===== src/rtl/vls_pkg.sv =====
package vls_pkg;
   localparam int FW      = 6;
   localparam int OFF_W   = 6;
   localparam int SUB_W   = 2;
   localparam int STATE_W = 2*FW + 2*OFF_W + 3*SUB_W;

   typedef struct packed {
      logic [SUB_W-1:0] dsv;
      logic [SUB_W-1:0] ssv;
      logic [SUB_W-1:0] subvl;
      logic [OFF_W-1:0] doff;
      logic [OFF_W-1:0] soff;
      logic [FW-1:0]    vl;
      logic [FW-1:0]    mvl;
   } vls_word_t;

   typedef enum logic [1:0] {
      SEL_MVL   = 2'd0,
      SEL_VL    = 2'd1,
      SEL_STATE = 2'd2,
      SEL_NONE  = 2'd3
   } vls_sel_e;
endpackage


===== src/rtl/vls_len_clamp.sv =====
module vls_len_clamp #(
   parameter int XLEN   = 32,
   parameter int DATA_W = 32,
   parameter int LEN_W  = 6
) (
   input  logic [DATA_W-1:0] req,
   input  logic              is_imm,
   input  logic [LEN_W-1:0]  limit,
   output logic [LEN_W-1:0]  len
);
   localparam logic [DATA_W:0] XLEN_WIDE = (DATA_W+1)'(XLEN);

   logic [DATA_W:0]  full;
   logic [LEN_W-1:0] capped;

   always_comb begin
      // widened sum: an all-ones immediate cannot wrap to zero
      full = {1'b0, req} + {{DATA_W{1'b0}}, is_imm};
      if (full == '0)
         capped = LEN_W'(1);
      else if (full > XLEN_WIDE)
         capped = LEN_W'(XLEN);
      else
         capped = full[LEN_W-1:0];
      len = (capped > limit) ? limit : capped;
   end
endmodule


===== src/rtl/vls_next.sv =====
module vls_next
   import vls_pkg::*;
#(
   parameter int XLEN   = 32,
   parameter int DATA_W = 32,
   parameter int LEN_W  = 6
) (
   input  vls_word_t         cur,
   input  logic              wr_en,
   input  logic [1:0]        wr_sel,
   input  logic              wr_imm,
   input  logic [DATA_W-1:0] wr_data,
   input  logic              upd_en,
   input  logic [OFF_W-1:0]  upd_src_offs,
   input  logic [OFF_W-1:0]  upd_dst_offs,
   input  logic [SUB_W-1:0]  upd_src_sub,
   input  logic [SUB_W-1:0]  upd_dst_sub,
   output vls_word_t         nxt,
   output logic [DATA_W-1:0] rd_data
);
   localparam logic [LEN_W-1:0] XLEN_LEN  = LEN_W'(XLEN);
   localparam logic [FW-1:0]    MVL_MAX_F = FW'(XLEN-1);

   logic [LEN_W-1:0] cur_mvl_len, cur_vl_len;
   logic [LEN_W-1:0] mvl_req_len, vl_req_len;
   vls_word_t        wr_word, san_word;
   logic             word_wr;

   function automatic logic [FW-1:0] len2field(input logic [LEN_W-1:0] l);
      return FW'(l - LEN_W'(1));
   endfunction

   assign cur_mvl_len = LEN_W'(cur.mvl) + LEN_W'(1);
   assign cur_vl_len  = LEN_W'(cur.vl)  + LEN_W'(1);
   assign wr_word     = vls_word_t'(wr_data[STATE_W-1:0]);
   assign word_wr     = wr_en && (vls_sel_e'(wr_sel) == SEL_STATE);

   vls_len_clamp #(.XLEN(XLEN), .DATA_W(DATA_W), .LEN_W(LEN_W)) u_mvl_clamp (
      .req(wr_data), .is_imm(wr_imm), .limit(XLEN_LEN), .len(mvl_req_len)
   );

   vls_len_clamp #(.XLEN(XLEN), .DATA_W(DATA_W), .LEN_W(LEN_W)) u_vl_clamp (
      .req(wr_data), .is_imm(wr_imm), .limit(cur_mvl_len), .len(vl_req_len)
   );

   always_comb begin
      san_word = wr_word;
      if (san_word.mvl > MVL_MAX_F) san_word.mvl = MVL_MAX_F;
      if (san_word.vl > san_word.mvl) san_word.vl = san_word.mvl;
   end

   always_comb begin
      nxt     = cur;
      rd_data = '0;
      case (vls_sel_e'(wr_sel))
         SEL_MVL: begin
            rd_data = DATA_W'(wr_en ? mvl_req_len : cur_mvl_len);
            if (wr_en) begin
               nxt.mvl = len2field(mvl_req_len);
               if (cur_vl_len > mvl_req_len) nxt.vl = len2field(mvl_req_len);
            end
         end
         SEL_VL: begin
            rd_data = DATA_W'(wr_en ? vl_req_len : cur_vl_len);
            if (wr_en) nxt.vl = len2field(vl_req_len);
         end
         SEL_STATE: begin
            rd_data = DATA_W'(cur);
            if (wr_en) nxt = san_word;
         end
         default: ;
      endcase
      if (upd_en && !word_wr) begin
         nxt.soff = upd_src_offs;
         nxt.doff = upd_dst_offs;
         nxt.ssv  = upd_src_sub;
         nxt.dsv  = upd_dst_sub;
      end
   end
endmodule


===== src/rtl/vls_unit.sv =====
module vls_unit
   import vls_pkg::*;
#(
   parameter int   XLEN       = 32,
   parameter int   DATA_W     = 32,
   parameter bit   HAS_SHADOW = 1'b1,
   localparam int  LEN_W      = $clog2(XLEN + 1)
) (
   input  logic              clk,
   input  logic              rst_n,
   input  logic              wr_en,
   input  logic [1:0]        wr_sel,
   input  logic              wr_imm,
   input  logic [DATA_W-1:0] wr_data,
   output logic [DATA_W-1:0] rd_data,
   input  logic              upd_en,
   input  logic [5:0]        upd_src_offs,
   input  logic [5:0]        upd_dst_offs,
   input  logic [1:0]        upd_src_sub,
   input  logic [1:0]        upd_dst_sub,
   input  logic              trap_swap,
   output logic [29:0]       state_o,
   output logic [LEN_W-1:0]  vl_len_o,
   output logic [LEN_W-1:0]  mvl_len_o,
   output logic [2:0]        subvl_len_o
);
   initial begin
      assert (XLEN >= 1 && XLEN <= 64)
         else $fatal(1, "vls_unit: XLEN must be 1..64");
      assert (DATA_W >= STATE_W && DATA_W >= LEN_W)
         else $fatal(1, "vls_unit: DATA_W too narrow for the packed word");
   end

   vls_word_t live_q, shadow_q, nxt;
   logic      swap_do;

   vls_next #(.XLEN(XLEN), .DATA_W(DATA_W), .LEN_W(LEN_W)) u_next (
      .cur(live_q), .wr_en(wr_en), .wr_sel(wr_sel), .wr_imm(wr_imm),
      .wr_data(wr_data), .upd_en(upd_en), .upd_src_offs(upd_src_offs),
      .upd_dst_offs(upd_dst_offs), .upd_src_sub(upd_src_sub),
      .upd_dst_sub(upd_dst_sub), .nxt(nxt), .rd_data(rd_data)
   );

   generate
      if (HAS_SHADOW) begin : g_shadow
         assign swap_do = trap_swap;
         always_ff @(posedge clk) begin
            if (!rst_n)       shadow_q <= '0;
            else if (swap_do) shadow_q <= live_q;
         end

         swap_shadow_chk: assert property (@(posedge clk) disable iff (!rst_n)
            trap_swap |=> (shadow_q == $past(live_q)));
      end else begin : g_no_shadow
         assign swap_do  = 1'b0;
         assign shadow_q = '0;
      end
   endgenerate

   always_ff @(posedge clk) begin
      if (!rst_n)       live_q <= '0;
      else if (swap_do) live_q <= shadow_q;
      else              live_q <= nxt;
   end

   assign state_o     = live_q;
   assign vl_len_o    = LEN_W'(live_q.vl)  + LEN_W'(1);
   assign mvl_len_o   = LEN_W'(live_q.mvl) + LEN_W'(1);
   assign subvl_len_o = {1'b0, live_q.subvl} + 3'd1;


   vl_le_mvl_chk: assert property (@(posedge clk) disable iff (!rst_n)
      live_q.vl <= live_q.mvl);

   mvl_cap_chk: assert property (@(posedge clk) disable iff (!rst_n)
      live_q.mvl <= FW'(XLEN-1));

   vl_rd_range_chk: assert property (@(posedge clk) disable iff (!rst_n)
      (wr_en && wr_sel == 2'd1) |-> (rd_data != '0 && rd_data <= DATA_W'(mvl_len_o)));

   swap_live_chk: assert property (@(posedge clk) disable iff (!rst_n)
      (HAS_SHADOW && trap_swap) |=> (live_q == $past(shadow_q)));

   offs_hold_chk: assert property (@(posedge clk) disable iff (!rst_n)
      (!upd_en && !trap_swap && !(wr_en && wr_sel == 2'd2)) |=>
         ($stable(live_q.soff) && $stable(live_q.doff) &&
          $stable(live_q.ssv) && $stable(live_q.dsv)));
endmodule


===== config.mk =====
export PLATFORM = sky130hd
export DESIGN_NAME = vls_unit
export DESIGN_NICKNAME = d
export VERILOG_FILES = /design/src/rtl/vls_pkg.sv /design/src/rtl/vls_len_clamp.sv /design/src/rtl/vls_next.sv /design/src/rtl/vls_unit.sv
export SDC_FILE = /design/constraint.sdc
export NUM_CORES = 1
export LEC_CHECK = 0
export BUFFER_PORTS_ARGS = -buffer_cell sky130_fd_sc_hd__buf_4
export CORE_MARGIN = 1
export CORE_UTILIZATION = 61
export DETAILED_ROUTE_END_ITERATION = 10
export PLACE_DENSITY = 0.91
export SYNTH_ARGS = -nofsm -noshare
export SYNTH_HDL_FRONTEND = slang
export SYNTH_HIERARCHICAL = 1
export SYNTH_SLANG_ARGS = --single-unit

===== constraint.sdc =====
create_clock -name clk -period 9.2 [get_ports clk]
set_clock_uncertainty 0.15 [all_clocks]
set_input_delay 0 -clock clk [delete_from_list [all_inputs] [get_ports clk]]
set_output_delay 0 -clock clk [all_outputs]
set_load 0.02 [all_outputs]

==> results.txt <==
- The flow ran to the end, and the final reports show no timing, DRC or antenna violations.
* Global placer's final weighted congestion: 0.9458
- PwrDens: 100.7 nW/um2
- After the last flow step, the layout net total stands at 1032.
* Horiz. Die Dim: 105.0 um
- IR Drop Worst-Case VDD: 0.0001143 V
- Root buffer cell: sky130_fd_sc_hd__clkbuf_8
- Setup slack on the critical path of the routed design comes to 2.915 ns.
- Critical path class: in2reg
- Dividing the detail-routed via count by the number of cells gives 6.057.
- Global routing finished with a remaining overflow of 0.
* Post-synthesis sequential area ratio: 0.1857
- Relative to the synthesized area, the layout overhead comes to 19.42%.
- Diodes inserted: 0
* Standard cell core area: 10320 um2
- Worst-margin pin slew: 0.9836 ns
- Switching share of power: 0.3136
* Path category of the worst min-delay check: in2reg
- First-pass GRT wire length: 29780 um
- Synthesis handed over a netlist of 819 instances.
* Largest net degree at the start of global routing: 61
* Number of levels in the clock H-tree: 3
- Clock power share: 0.344
- Worst EP arrival: 6.39 ns
* Worst reg2reg path startpoint: state_o[0]
- Met1 capacity usage during global routing: 0.4090
* Endpoint class of the critical path: flop
* Share of power burned in combinational logic: 0.295
- HPWL after DPL: 12990 um
- The max-slew violation total from the final report was 0.
- For flop-to-flop paths, the worst setup slack is 4.64 ns.
* Share of layout cells above drive strength 1: 0.1882
* TritonCTS clock tree: yes
* RSZ-0062 raised after global routing: false
* #FFs+latches synth: 60
* Number of buffers on the longest clock path: 2
- Most Used Layer, Global Route: met2
- Count of vias placed by the detailed router: 6554
- Initial standard-cell utilization of the core: 0.6267
- Hold depth: 5
* Library cells used by synthesis: 72
- In this run, the number of DRC markers left after iteration 0 of detailed routing was 470.
* Number of buffer cells added on primary ports: 130
- Clock tree synthesis found a total of 60 sinks.
* Logic depth of the worst register-to-register path: 18
* Ys async rst share: 0
- Avg Cell Area, Syn: 7.900 um2
- Largest fanout on the critical path: 12
* Number of warnings printed during yosys synthesis: 6
- Fmax: 159.1 MHz
- Number of nets with antenna violations after routing: 0
* Final count of hold timing violations: 0
* Crit path launch type: primary input
* End of the worst hold path: state_o[16]
* CTS buffer count: 9
* Leakage power figure: 3.429 nW
- Overall Global Routing Usage: 0.3252
- Yosys mapped a number of flops with a built-in enable equal to 0.
* Final critical-path share of the clock period: 0.6831
* Overall Power: 0.0007781 W
- In this run the core area contains 37 standard-cell rows.
* Floorplan die height: 105.0 um
- In this run the count of I/O pins placed on the die edge is 133.
- Switching component of the power: 0.0002440 W
- The number of antenna violations at the first check in global routing is 0.
* Accumulated negative setup slack: 0 ns
- Worst slew slack as a fraction of its limit: 0.3443
- Maximum capacitance violations: 0
* Number of gates resized after CTS: 0
- Mapped Area: 6470 um2
* Setup Slack @ Placement: 2.833 ns
- Cell internal power was estimated by the tool at 0.0005341 W.
- After detailed routing, the number of remaining DRC violations is 0.
* M3 GR Usage: 0.04304
- In the final routed layout, each cell accounts on average for 16.48 um.
- In this run the most critical hold path is launched from upd_src_offs[4].
- Counting I/O delays and the setup requirement, the final critical path takes 6.285 ns.
* Hold_ws: 0.01043 ns
- Most used flip-flop cell after synthesis: sky130_fd_sc_hd__dfxtp_1
* Clock edge transition at the registers on the reported setup and hold paths: 0.07 ns
- For the worst setup path, the data required time is 9.31 ns.
- Setup Viol. Count Final: 0
* Seq pwr share: 0.360
* Total Routed Length: 17830 um
- Number of global-route vias before repair: 6216
* First-pass iteration count of the detailed router: 6
- Critical register-to-register path endpoint: state_o[8]
- Global-route track usage on met2: 0.5662
- Die outline area: 11020 um2
- Clock insertion delay at the later pin of the skew report: 0.32 ns
[cell usage in the layout, fill, tap and decap left out, drive strengths merged, types with 29 or more instances in the layout]
cell type	Yosys	layout
nor2b	67	67
mux2i	95	95
nand3	41	41
dfxtp	60	60
and3	29	29
buf	19	132
ha	35	35
nor2	54	54
inv	44	44
nand2	44	44
a21oi	35	35
nor3	30	30
[cells by family after synthesis]
| kind of cell | count (synthesis) | synth area share |
|---|---|---|
| AND/OR/NAND/NOR | 357 | 0.3168 |
| AO/OA/AOI/OAI | 134 | 0.1450 |
| multiplexers | 103 | 0.1609 |
| buffers and inverters | 85 | 0.06440 |
| flip-flops | 60 | 0.1857 |
| XOR/XNOR | 42 | 0.05686 |
| adder cells (fa/ha/maj) | 36 | 0.06923 |
| other | 2 | 0.001161 |
[power groups by stage]
| stage | Clock [W] | Sequential (W) | Combinational [W] |
|---|---|---|---|
| global placement | 0 | 0.000286 | 0.000217 |
| finish | 0.000268 | 0.000280 | 0.000230 |
| global route | 0.000284 | 0.000281 | 0.000250 |
| CTS | 0.000271 | 0.000280 | 0.000226 |
| floorplan | 0 | 0.000289 | 0.000140 |
| detailed placement | 0 | 0.000286 | 0.000222 |
[worst max-delay path, cell delays in order]
cell and delay (ns):
sky130_fd_sc_hd__dlygate4sd3_1 0.52, sky130_fd_sc_hd__buf_4 0.13, sky130_fd_sc_hd__and3_1 0.25, sky130_fd_sc_hd__and3_1 0.36, sky130_fd_sc_hd__nand3_1 0.17, sky130_fd_sc_hd__or4_1 0.52
sky130_fd_sc_hd__a211oi_1 0.24, sky130_fd_sc_hd__nand3_1 0.39, sky130_fd_sc_hd__nor3_1 0.31, sky130_fd_sc_hd__ha_1 0.28, sky130_fd_sc_hd__a21o_1 0.18, sky130_fd_sc_hd__a21oi_1 0.12
sky130_fd_sc_hd__o21ai_0 0.09, sky130_fd_sc_hd__o21a_1 0.23, sky130_fd_sc_hd__or3_1 0.35, sky130_fd_sc_hd__o21ai_1 0.29, sky130_fd_sc_hd__inv_1 0.10, sky130_fd_sc_hd__ha_1 0.30
sky130_fd_sc_hd__and4_4 0.19, sky130_fd_sc_hd__and3_4 0.19, sky130_fd_sc_hd__a311oi_4 0.42, sky130_fd_sc_hd__mux2_2 0.38, sky130_fd_sc_hd__o311ai_1 0.09, sky130_fd_sc_hd__mux2i_1 0.12
sky130_fd_sc_hd__nor2b_1 0.15
[timing repair]
item / CTS / global route
buffers inserted: 0 / 0
hold buffers: 7 / 0
endpoints found under the hold margin: 6 / 0
[synth_stat cells, types with 3 or more instances]
library cell | n | area, um2
sky130_fd_sc_hd__nor2b_1 | 67 | 419.2
sky130_fd_sc_hd__nand3_1 | 39 | 195.2
sky130_fd_sc_hd__o211ai_1 | 5 | 37.54
sky130_fd_sc_hd__nor3b_1 | 4 | 30.03
sky130_fd_sc_hd__mux2_2 | 8 | 90.09
sky130_fd_sc_hd__o21ai_1 | 7 | 35.03
sky130_fd_sc_hd__xor2_1 | 21 | 183.9
sky130_fd_sc_hd__nor2_1 | 53 | 198.9
sky130_fd_sc_hd__nor4_1 | 6 | 37.54
sky130_fd_sc_hd__a211oi_1 | 6 | 45.04
sky130_fd_sc_hd__nand4_1 | 22 | 137.6
sky130_fd_sc_hd__buf_2 | 6 | 30.03
sky130_fd_sc_hd__a31oi_1 | 4 | 25.02
sky130_fd_sc_hd__nand2_1 | 44 | 165.2
sky130_fd_sc_hd__or3_1 | 9 | 56.30
sky130_fd_sc_hd__o31ai_1 | 3 | 22.52
sky130_fd_sc_hd__a2bb2oi_1 | 4 | 35.03
sky130_fd_sc_hd__buf_8 | 6 | 90.09
sky130_fd_sc_hd__dfxtp_1 | 60 | 1201
sky130_fd_sc_hd__or4_1 | 4 | 30.03
sky130_fd_sc_hd__and2_1 | 26 | 162.7
sky130_fd_sc_hd__o22ai_1 | 6 | 37.54
sky130_fd_sc_hd__a21o_1 | 10 | 75.07
sky130_fd_sc_hd__and3_1 | 28 | 175.2
sky130_fd_sc_hd__o21ai_0 | 19 | 95.09
sky130_fd_sc_hd__clkbuf_1 | 21 | 78.83
sky130_fd_sc_hd__a2111oi_0 | 6 | 52.55
sky130_fd_sc_hd__a21oi_1 | 35 | 175.2
sky130_fd_sc_hd__o21a_1 | 4 | 30.03
sky130_fd_sc_hd__ha_1 | 35 | 437.9
sky130_fd_sc_hd__nor3_1 | 28 | 140.1
sky130_fd_sc_hd__buf_4 | 4 | 30.03
sky130_fd_sc_hd__inv_1 | 42 | 157.7
sky130_fd_sc_hd__xnor2_1 | 21 | 183.9
sky130_fd_sc_hd__mux2i_1 | 95 | 950.9
sky130_fd_sc_hd__and4_1 | 3 | 26.28
[area by class of cell]
class	count	area, um2
multi-input cells	686	4897
fillers	773	2597
flip-flops and latches	60	1201
repair buffers	139	1061
well taps	136	170.2
inverters	45	168.9
clock buffers	13	158.9
clock inverters	3	68.82
[how the worst max path moves through the flow]
stage                 endpoint   startpoint  slack [ns]
detailed placement  state_o[9]   wr_data[0]        2.83
floorplan           state_o[9]   wr_data[0]        3.63
global placement    state_o[9]   wr_data[0]        3.01
finish              state_o[9]  wr_data[14]        2.92
global route        state_o[9]  wr_data[14]        2.43
CTS                 state_o[9]  wr_data[14]        3.02
[sequential cells by signal, indices dropped and copies added, names as in the netlist]
name and count:
shadow_q 30, state_o 30
[layer usage]
| metal | part of all wire | up-vias |
|---|---|---|
| met5 | 0 | - |
| met4 | 0.029 | 0 |
| met3 | 0.069 | 40 |
| met2 | 0.48 | 298 |
| met1 | 0.42 | 3022 |
| li1 | - | 3194 |
[stage by stage]
step / utilization / std cells / cell area [um2]
2_1_floorplan: - / 831 / 6515
3_3_place_gp: 0.7195 / 1059 / 7428
3_5_place_dp: 0.7195 / 1059 / 7428
4_1_cts: 0.7484 / 1082 / 7726
5_1_grt: 0.7484 / 1082 / 7726
6_report: 0.7484 / 1082 / 7726
No activity file was read; power rests on OpenSTA's default activity.
